**src/rtl/serdat_pkg.sv**
```systemverilog
package serdat_pkg;
    typedef enum logic {
        ST_RUN  = 1'b0,
        ST_HOLD = 1'b1
    } hold_state_t;
endpackage

```
**src/rtl/serdat_txbuf.sv**
```systemverilog
module serdat_txbuf #(
    parameter int W = 8
) (
    input  logic         clk,
    input  logic         rst_n,
    input  logic         wr,
    input  logic [W-1:0] wdata,
    input  logic         take,
    output logic [W-1:0] data,
    output logic         empty
);
    logic [W-1:0] data_q;
    logic         empty_q;

    always_ff @(posedge clk or negedge rst_n) begin
        if (!rst_n) begin
            data_q  <= '0;
            empty_q <= 1'b1;
        end else begin
            if (wr) begin
                data_q  <= wdata;
                empty_q <= 1'b0;
            end else if (take) begin
                empty_q <= 1'b1;
            end
        end
    end

    assign data  = data_q;
    assign empty = empty_q;

    // a byte is only taken when one is pending
    a_r3_take_pending: assert property (@(posedge clk) disable iff (!rst_n)
        take |-> !empty_q);
    // taking the byte marks the buffer free
    a_r3_take_frees: assert property (@(posedge clk) disable iff (!rst_n)
        take && !wr |=> empty_q);
    // a write always leaves a byte pending
    a_r2_write_fills: assert property (@(posedge clk) disable iff (!rst_n)
        wr |=> !empty_q && data_q == $past(wdata));
endmodule

```
**src/rtl/serdat_rxbuf.sv**
```systemverilog
module serdat_rxbuf #(
    parameter int W = 8
) (
    input  logic         clk,
    input  logic         rst_n,
    input  logic         load,
    input  logic [W-1:0] ldata,
    input  logic         rd,
    output logic [W-1:0] data,
    output logic         full
);
    logic [W-1:0] data_q;
    logic         full_q;

    always_ff @(posedge clk or negedge rst_n) begin
        if (!rst_n) begin
            data_q <= '0;
            full_q <= 1'b0;
        end else begin
            if (load) begin
                data_q <= ldata;
                full_q <= 1'b1;
            end else if (rd) begin
                full_q <= 1'b0;
            end
        end
    end

    assign data = data_q;
    assign full = full_q;

    // the buffer is only written while free
    a_r5_load_when_free: assert property (@(posedge clk) disable iff (!rst_n)
        load |-> !full_q);
    // a load raises the full flag
    a_r5_load_sets_full: assert property (@(posedge clk) disable iff (!rst_n)
        load |=> full_q);
    // a read of a full buffer frees it and keeps the data
    a_r6_read_clears: assert property (@(posedge clk) disable iff (!rst_n)
        rd && full_q |=> !full_q && $stable(data_q));
endmodule

```
**src/rtl/serdat_shifter.sv**
```systemverilog
module serdat_shifter #(
    parameter int W  = 8,
    parameter int CW = $clog2(W + 1)
) (
    input  logic          clk,
    input  logic          rst_n,
    input  logic          shift,
    input  logic          sdi,
    input  logic          load,
    input  logic [W-1:0]  ldata,
    input  logic          mask_en,
    input  logic [CW-1:0] bits,
    output logic [W-1:0]  q,
    output logic [W-1:0]  masked,
    output logic          sdo
);
    logic [W-1:0]  sh_q;
    logic [CW-1:0] n_eff;
    logic [W-1:0]  keep;

    always_comb begin
        if (bits == '0 || bits > CW'(W)) n_eff = CW'(W);
        else                             n_eff = bits;
    end

    for (genvar i = 0; i < W; i++) begin : g_keep
        assign keep[i] = (CW'(i) < n_eff);
    end

    assign masked = sh_q & keep;

    always_ff @(posedge clk or negedge rst_n) begin
        if (!rst_n) begin
            sh_q <= '0;
        end else if (load) begin
            sh_q <= ldata;
        end else if (mask_en) begin
            sh_q <= masked;
        end else if (shift) begin
            sh_q <= {sh_q[W-2:0], sdi};
        end
    end

    assign q   = sh_q;
    assign sdo = sh_q[W-1];

    // a lone shift moves the register one place toward the MSB
    a_r4_shift_step: assert property (@(posedge clk) disable iff (!rst_n)
        shift && !load && !mask_en |=> sh_q == {$past(sh_q[W-2:0]), $past(sdi)});
endmodule

```
**src/rtl/serdat_ctrl.sv**
```systemverilog
module serdat_ctrl
    import serdat_pkg::*;
(
    input  logic clk,
    input  logic rst_n,
    input  logic tx_mode,
    input  logic frame_done,
    input  logic shift,
    input  logic tx_empty,
    input  logic rx_full,
    output logic tx_take,
    output logic rx_load,
    output logic rx_from_mask,
    output logic sh_shift,
    output logic sh_mask,
    output logic hold
);
    hold_state_t state_q, state_d;

    always_ff @(posedge clk or negedge rst_n) begin
        if (!rst_n) state_q <= ST_RUN;
        else        state_q <= state_d;
    end

    always_comb begin
        state_d      = state_q;
        tx_take      = 1'b0;
        rx_load      = 1'b0;
        rx_from_mask = 1'b0;
        sh_shift     = 1'b0;
        sh_mask      = 1'b0;
        unique case (state_q)
            ST_RUN: begin
                if (frame_done) begin
                    if (tx_mode) begin
                        tx_take = !tx_empty;
                    end else begin
                        sh_mask = 1'b1;
                        if (!rx_full) begin
                            rx_load      = 1'b1;
                            rx_from_mask = 1'b1;
                        end else begin
                            state_d = ST_HOLD;
                        end
                    end
                end else if (shift) begin
                    sh_shift = 1'b1;
                end
            end
            ST_HOLD: begin
                if (!rx_full) begin
                    rx_load = 1'b1;
                    state_d = ST_RUN;
                end
            end
            default: state_d = ST_RUN;
        endcase
    end

    assign hold = (state_q == ST_HOLD);

    // a held byte is released as soon as the buffer is free
    a_r7_hold_release: assert property (@(posedge clk) disable iff (!rst_n)
        state_q == ST_HOLD && !rx_full |=> state_q == ST_RUN);
    // a receive frame ending on a full buffer enters hold
    a_r7_hold_entry: assert property (@(posedge clk) disable iff (!rst_n)
        state_q == ST_RUN && frame_done && !tx_mode && rx_full |=> state_q == ST_HOLD);
    // never shift and end a frame in the same cycle
    a_r9_one_action: assert property (@(posedge clk) disable iff (!rst_n)
        !(sh_shift && (tx_take || sh_mask)));
endmodule

```
**src/rtl/serdat_buf.sv**
```systemverilog
module serdat_buf #(
    parameter  int DATA_W = 8,
    localparam int CNT_W  = $clog2(DATA_W + 1)
) (
    input  logic              clk,
    input  logic              rst_n,
    input  logic              cpu_wr,
    input  logic [DATA_W-1:0] cpu_wdata,
    input  logic              cpu_rd,
    output logic [DATA_W-1:0] cpu_rdata,
    output logic              tx_empty,
    output logic              rx_full,
    input  logic              eng_tx_mode,
    input  logic [CNT_W-1:0]  eng_frame_bits,
    input  logic              eng_shift,
    input  logic              eng_frame_done,
    input  logic              eng_sdi,
    output logic              eng_sdo
);
    logic              tx_take, rx_load, rx_from_mask, sh_shift, sh_mask, hold;
    logic [DATA_W-1:0] tx_data, sh_q, sh_masked, rx_ldata;

    serdat_ctrl u_ctrl (
        .clk          (clk),
        .rst_n        (rst_n),
        .tx_mode      (eng_tx_mode),
        .frame_done   (eng_frame_done),
        .shift        (eng_shift),
        .tx_empty     (tx_empty),
        .rx_full      (rx_full),
        .tx_take      (tx_take),
        .rx_load      (rx_load),
        .rx_from_mask (rx_from_mask),
        .sh_shift     (sh_shift),
        .sh_mask      (sh_mask),
        .hold         (hold)
    );

    serdat_txbuf #(.W(DATA_W)) u_txbuf (
        .clk   (clk),
        .rst_n (rst_n),
        .wr    (cpu_wr),
        .wdata (cpu_wdata),
        .take  (tx_take),
        .data  (tx_data),
        .empty (tx_empty)
    );

    serdat_shifter #(.W(DATA_W), .CW(CNT_W)) u_shift (
        .clk     (clk),
        .rst_n   (rst_n),
        .shift   (sh_shift),
        .sdi     (eng_sdi),
        .load    (tx_take),
        .ldata   (tx_data),
        .mask_en (sh_mask),
        .bits    (eng_frame_bits),
        .q       (sh_q),
        .masked  (sh_masked),
        .sdo     (eng_sdo)
    );

    assign rx_ldata = rx_from_mask ? sh_masked : sh_q;

    serdat_rxbuf #(.W(DATA_W)) u_rxbuf (
        .clk   (clk),
        .rst_n (rst_n),
        .load  (rx_load),
        .ldata (rx_ldata),
        .rd    (cpu_rd),
        .data  (cpu_rdata),
        .full  (rx_full)
    );

    // the shift register is frozen while a byte is held
    a_r8_hold_freezes: assert property (@(posedge clk) disable iff (!rst_n)
        hold |=> $stable(sh_q));
    // a transmit frame end leaves the receive side alone
    a_r10_tx_keeps_rx: assert property (@(posedge clk) disable iff (!rst_n)
        eng_frame_done && eng_tx_mode && !cpu_rd && !hold |=> $stable(rx_full) && $stable(cpu_rdata));
    // a receive frame end leaves the transmit flag alone
    a_r10_rx_keeps_tx: assert property (@(posedge clk) disable iff (!rst_n)
        eng_frame_done && !eng_tx_mode && !cpu_wr |=> $stable(tx_empty));
endmodule

```
**config.mk**
```make
export PLATFORM = sky130hd
export DESIGN_NAME = serdat_buf
export DESIGN_NICKNAME = d
export VERILOG_FILES = /design/src/rtl/serdat_pkg.sv /design/src/rtl/serdat_txbuf.sv /design/src/rtl/serdat_rxbuf.sv /design/src/rtl/serdat_shifter.sv /design/src/rtl/serdat_ctrl.sv /design/src/rtl/serdat_buf.sv
export SDC_FILE = /design/constraint.sdc
export NUM_CORES = 1
export LEC_CHECK = 0
export BUFFER_PORTS_ARGS = -buffer_cell sky130_fd_sc_hd__buf_4
export CAP_MARGIN = 40
export CORE_UTILIZATION = 47
export DETAILED_ROUTE_END_ITERATION = 16
export HOLD_SLACK_MARGIN = 0.02
export PLACE_DENSITY = 0.84
export SLEW_MARGIN = 20
export SYNTH_ARGS = -nofsm -noshare
export SYNTH_HDL_FRONTEND = slang
export SYNTH_SLANG_ARGS = --single-unit
```
**constraint.sdc**
```tcl
create_clock -name clk -period 1.45 [get_ports clk]
set_clock_uncertainty 0.05 [all_clocks]
set_input_delay 0.145 -clock clk [delete_from_list [all_inputs] [get_ports clk]]
set_output_delay 0.145 -clock clk [all_outputs]
set_load 0.1 [all_outputs]
```
==> results.toml <==
[placement]
hpwl_mm = 2.06
pre_cts_slack_ps = -44.1
io_buffers = 30
dp.cells = 190
place_area_sq_um = 1630
globalplace.congestion = 0.789

[timing]
period_share = 1.02
slew_headroom = 0.714
rsz0062_at_grt = "yes"
worst_pin_slew_ps = 428
finalHoldViolCount = 0
slew_viol_final = 0
postLayoutSetupSlackWorst_ps = -34.2
setup_violations = 5
min_period_ps = 1480
fmax_mhz = 674

[clocking]
cts_tree = "built"
cts_max_level = 1
cts_buffers = 3
clock-sinks = 27
cts_root_buf = "clkbuf_4"
clk_latency_ps = 330
clk_pin_slew_ps = 140
clockBufferDepth = 2

[synth]
yosysSeqAreaShare = 0.516
synth_edf_count = 0
synth_cells = 127
synth_adder_area_share = 0
ys_async_sr_fraction = 1.00
synthMuxAreaShare = 0.0686
synth_seq_cells = 27
synthXorXnorAreaFrac = 0
netlist_area_sq_um = 1310
yosys_warnings = 0
synth_compound_gate_area_share = 0.237
synth-simple-area-share = 0.136
synth_cell_types = 36
synth_top_family_by_area = "compound AO/OA/AOI/OAI gates"
ys.flop_type = "dfrtp_1"
synth_area_per_cell_sq_um = 10.3
synth_nets = 147

[routing]
vias = 1186
drtPass1Iterations = 4
routed_wl_mm = 3.33
via_per_inst = 5.65
drcViolationCount = 0
drt_iter0_drc = 40
ant_nets = 0
wl_per_cell_um = 15.9

[final_layout]
multi_input_area_sq_um = 689
antennaDiodeCount = 0
finalNonFillerCells = 210
fin_nets = 201
fillers = 178
fin_area_sq_um = 1910
drive_gt1_frac = 0.467
area_growth_pct = 45.6
regArea_sq_um = 686

[global_routing]
grt_max_degree = 28
grtUsageTotal = 0.232
antenna_found_initial = 0
grt_pass1_vias = 1097
grt_pass1_wl_mm = 4.86
overflow = 0

[pwr]
vdd_drop_max_mv = 1.71
leakage_nw = 0.832
powerDensity_nw_per_um2 = 1700

[floorplan]
start_util = 0.511
dieArea_sq_um = 3010
ios = 31
die_w_um = 54.8
coreArea_sq_um = 2570
die_h_um = 54.8
rows = 18

[critical_path]
worstSetupPathType = "reg -> reg"
cp.required_ps = 1660
crit_end = "u_shift.q[5]"
rr_endpoint = "u_shift.q[5]"
worstPathCellList = "buf_6 > nand2b_4 > nor3b_2 > buf_4 > a22oi_2 > o22ai_1"
path_max_fanout = 6
worstRegToRegCells = 6
cp.arrival_ps = 1690
cp_slowest_cell = "dfrtp_2"
max_stage_delay_ps = 450
r2r_slack_ps = -30
critPathLaunch = "u_ctrl.hold"
start_kind = "register"
rr_startpoint = "u_ctrl.hold"
crit_path_end_kind = "register"

[status]
violations = "setup timing"
status = "finished, violations left"

[run]
maxCapViolCount = 0

[min_path]
hold_depth = 3
hold_class = "in -> reg"
[sequential cells by signal (all words and copies together) (netlist names)]
signal,cells
u_rxbuf.data,8
u_shift.q,8
u_txbuf.data,8
u_ctrl.hold,1
u_txbuf.empty,1
u_rxbuf.full,1
[logic make-up after synthesis]
family,after synthesis
mux,8
simple gates,33
flops,27
compound gates,49
buf+inv,10
[Yosys cell counts (4+ instances only)]
cell     number  area share
inv_1         5       0.014
mux2_2        8       0.069
nand2_1      12       0.034
dfrtp_1      26        0.50
a21oi_1       5       0.019
o21ai_0      13       0.050
a31oi_1       4       0.019
nor2_1        7       0.020
a22oi_1       6       0.034
o21ai_1       8       0.031
[what timing repair did]
action | in CTS | in global routing
endpoints found under the hold margin | 37 | 0
pin swaps | 5 | 14
gates cloned | 1 | 0
hold buffers | 11 | 0
endpoints found under the setup margin | 9 | 14
resized for setup | 12 | 21
buffers inserted | 0 | 4
[cell type report]
cell class	count	share of cell area
clock buffer	4	0.0138
inverter	5	0.00982
multi-input combinational	91	0.361
sequential	27	0.359
tap	30	0.0196
timing repair buffer	53	0.237
[per-stage QoR]
stage	TNS, ps	utilization	hold slack, ps	power [mW]
2_1_floorplan	-747	-	-201	2.35
3_3_place_gp	-1.06	0.633	15.7	2.72
3_5_place_dp	-79.0	0.633	25.7	2.76
4_1_cts	-63.6	0.706	85.4	3.15
5_1_grt	-532	0.744	119	3.41
6_report	-112	0.744	106	3.24
[metal layers]
metal | GRT usage | routed length [um] | share of wire | vias to the layer above
li1 | - | - | - | 574
met1 | 0.300 | 1410 | 0.42 | 542
met2 | 0.388 | 1640 | 0.49 | 60
met3 | 0.0306 | 175 | 0.053 | 10
met4 | 0.0897 | 114 | 0.034 | 0
met5 | 0 | 0 | 0 | -
[worst min-delay path by stage]
stage	from	to	slack, ps
floorplan	rst_n	u_ctrl.hold	-200
global placement	rst_n	u_rxbuf.full	20
detailed placement	rst_n	u_rxbuf.data[4]	30
CTS	eng_tx_mode	u_txbuf.empty	90
global route	eng_tx_mode	u_txbuf.empty	120
finish	eng_frame_bits[3]	u_rxbuf.data[7]	110
[worst max-delay path: cells and delay by family, from the launching register on]
kind	cells	cell delay [ps]
DFF	1	450
AOI/OAI and AO/OA	2	260
buffers and inverters	2	320
and+or+nand+nor	2	340
[cells in the final DEF (no fill, tap or decap), types with 2 or more instances in the layout]
| cell type | n |
|---|---|
| dfrtp_1 | 24 |
| or3_4 | 2 |
| o21ai_2 | 2 |
| a21oi_2 | 4 |
| a31oi_1 | 2 |
| a22oi_2 | 3 |
| nand2_1 | 10 |
| o31ai_1 | 2 |
| buf_4 | 37 |
| a31oi_2 | 2 |
| buf_6 | 4 |
| nor2_1 | 5 |
| nor2_2 | 2 |
| o2bb2ai_1 | 2 |
| inv_1 | 5 |
| o22ai_1 | 2 |
| o21ai_1 | 11 |
| dlygate4sd3_1 | 11 |
| nand2_2 | 2 |
| a22oi_1 | 3 |
| clkbuf_4 | 3 |
| o21ai_0 | 8 |
| mux2_2 | 8 |
[power breakdown]
part / switching, mW / internal, mW
clock network: 0.217 / 0.108
registers: 0.179 / 0.976
logic: 1.24 / 0.526
total: 1.63 / 1.61
Note: power is estimated with default switching activity, not from simulation.
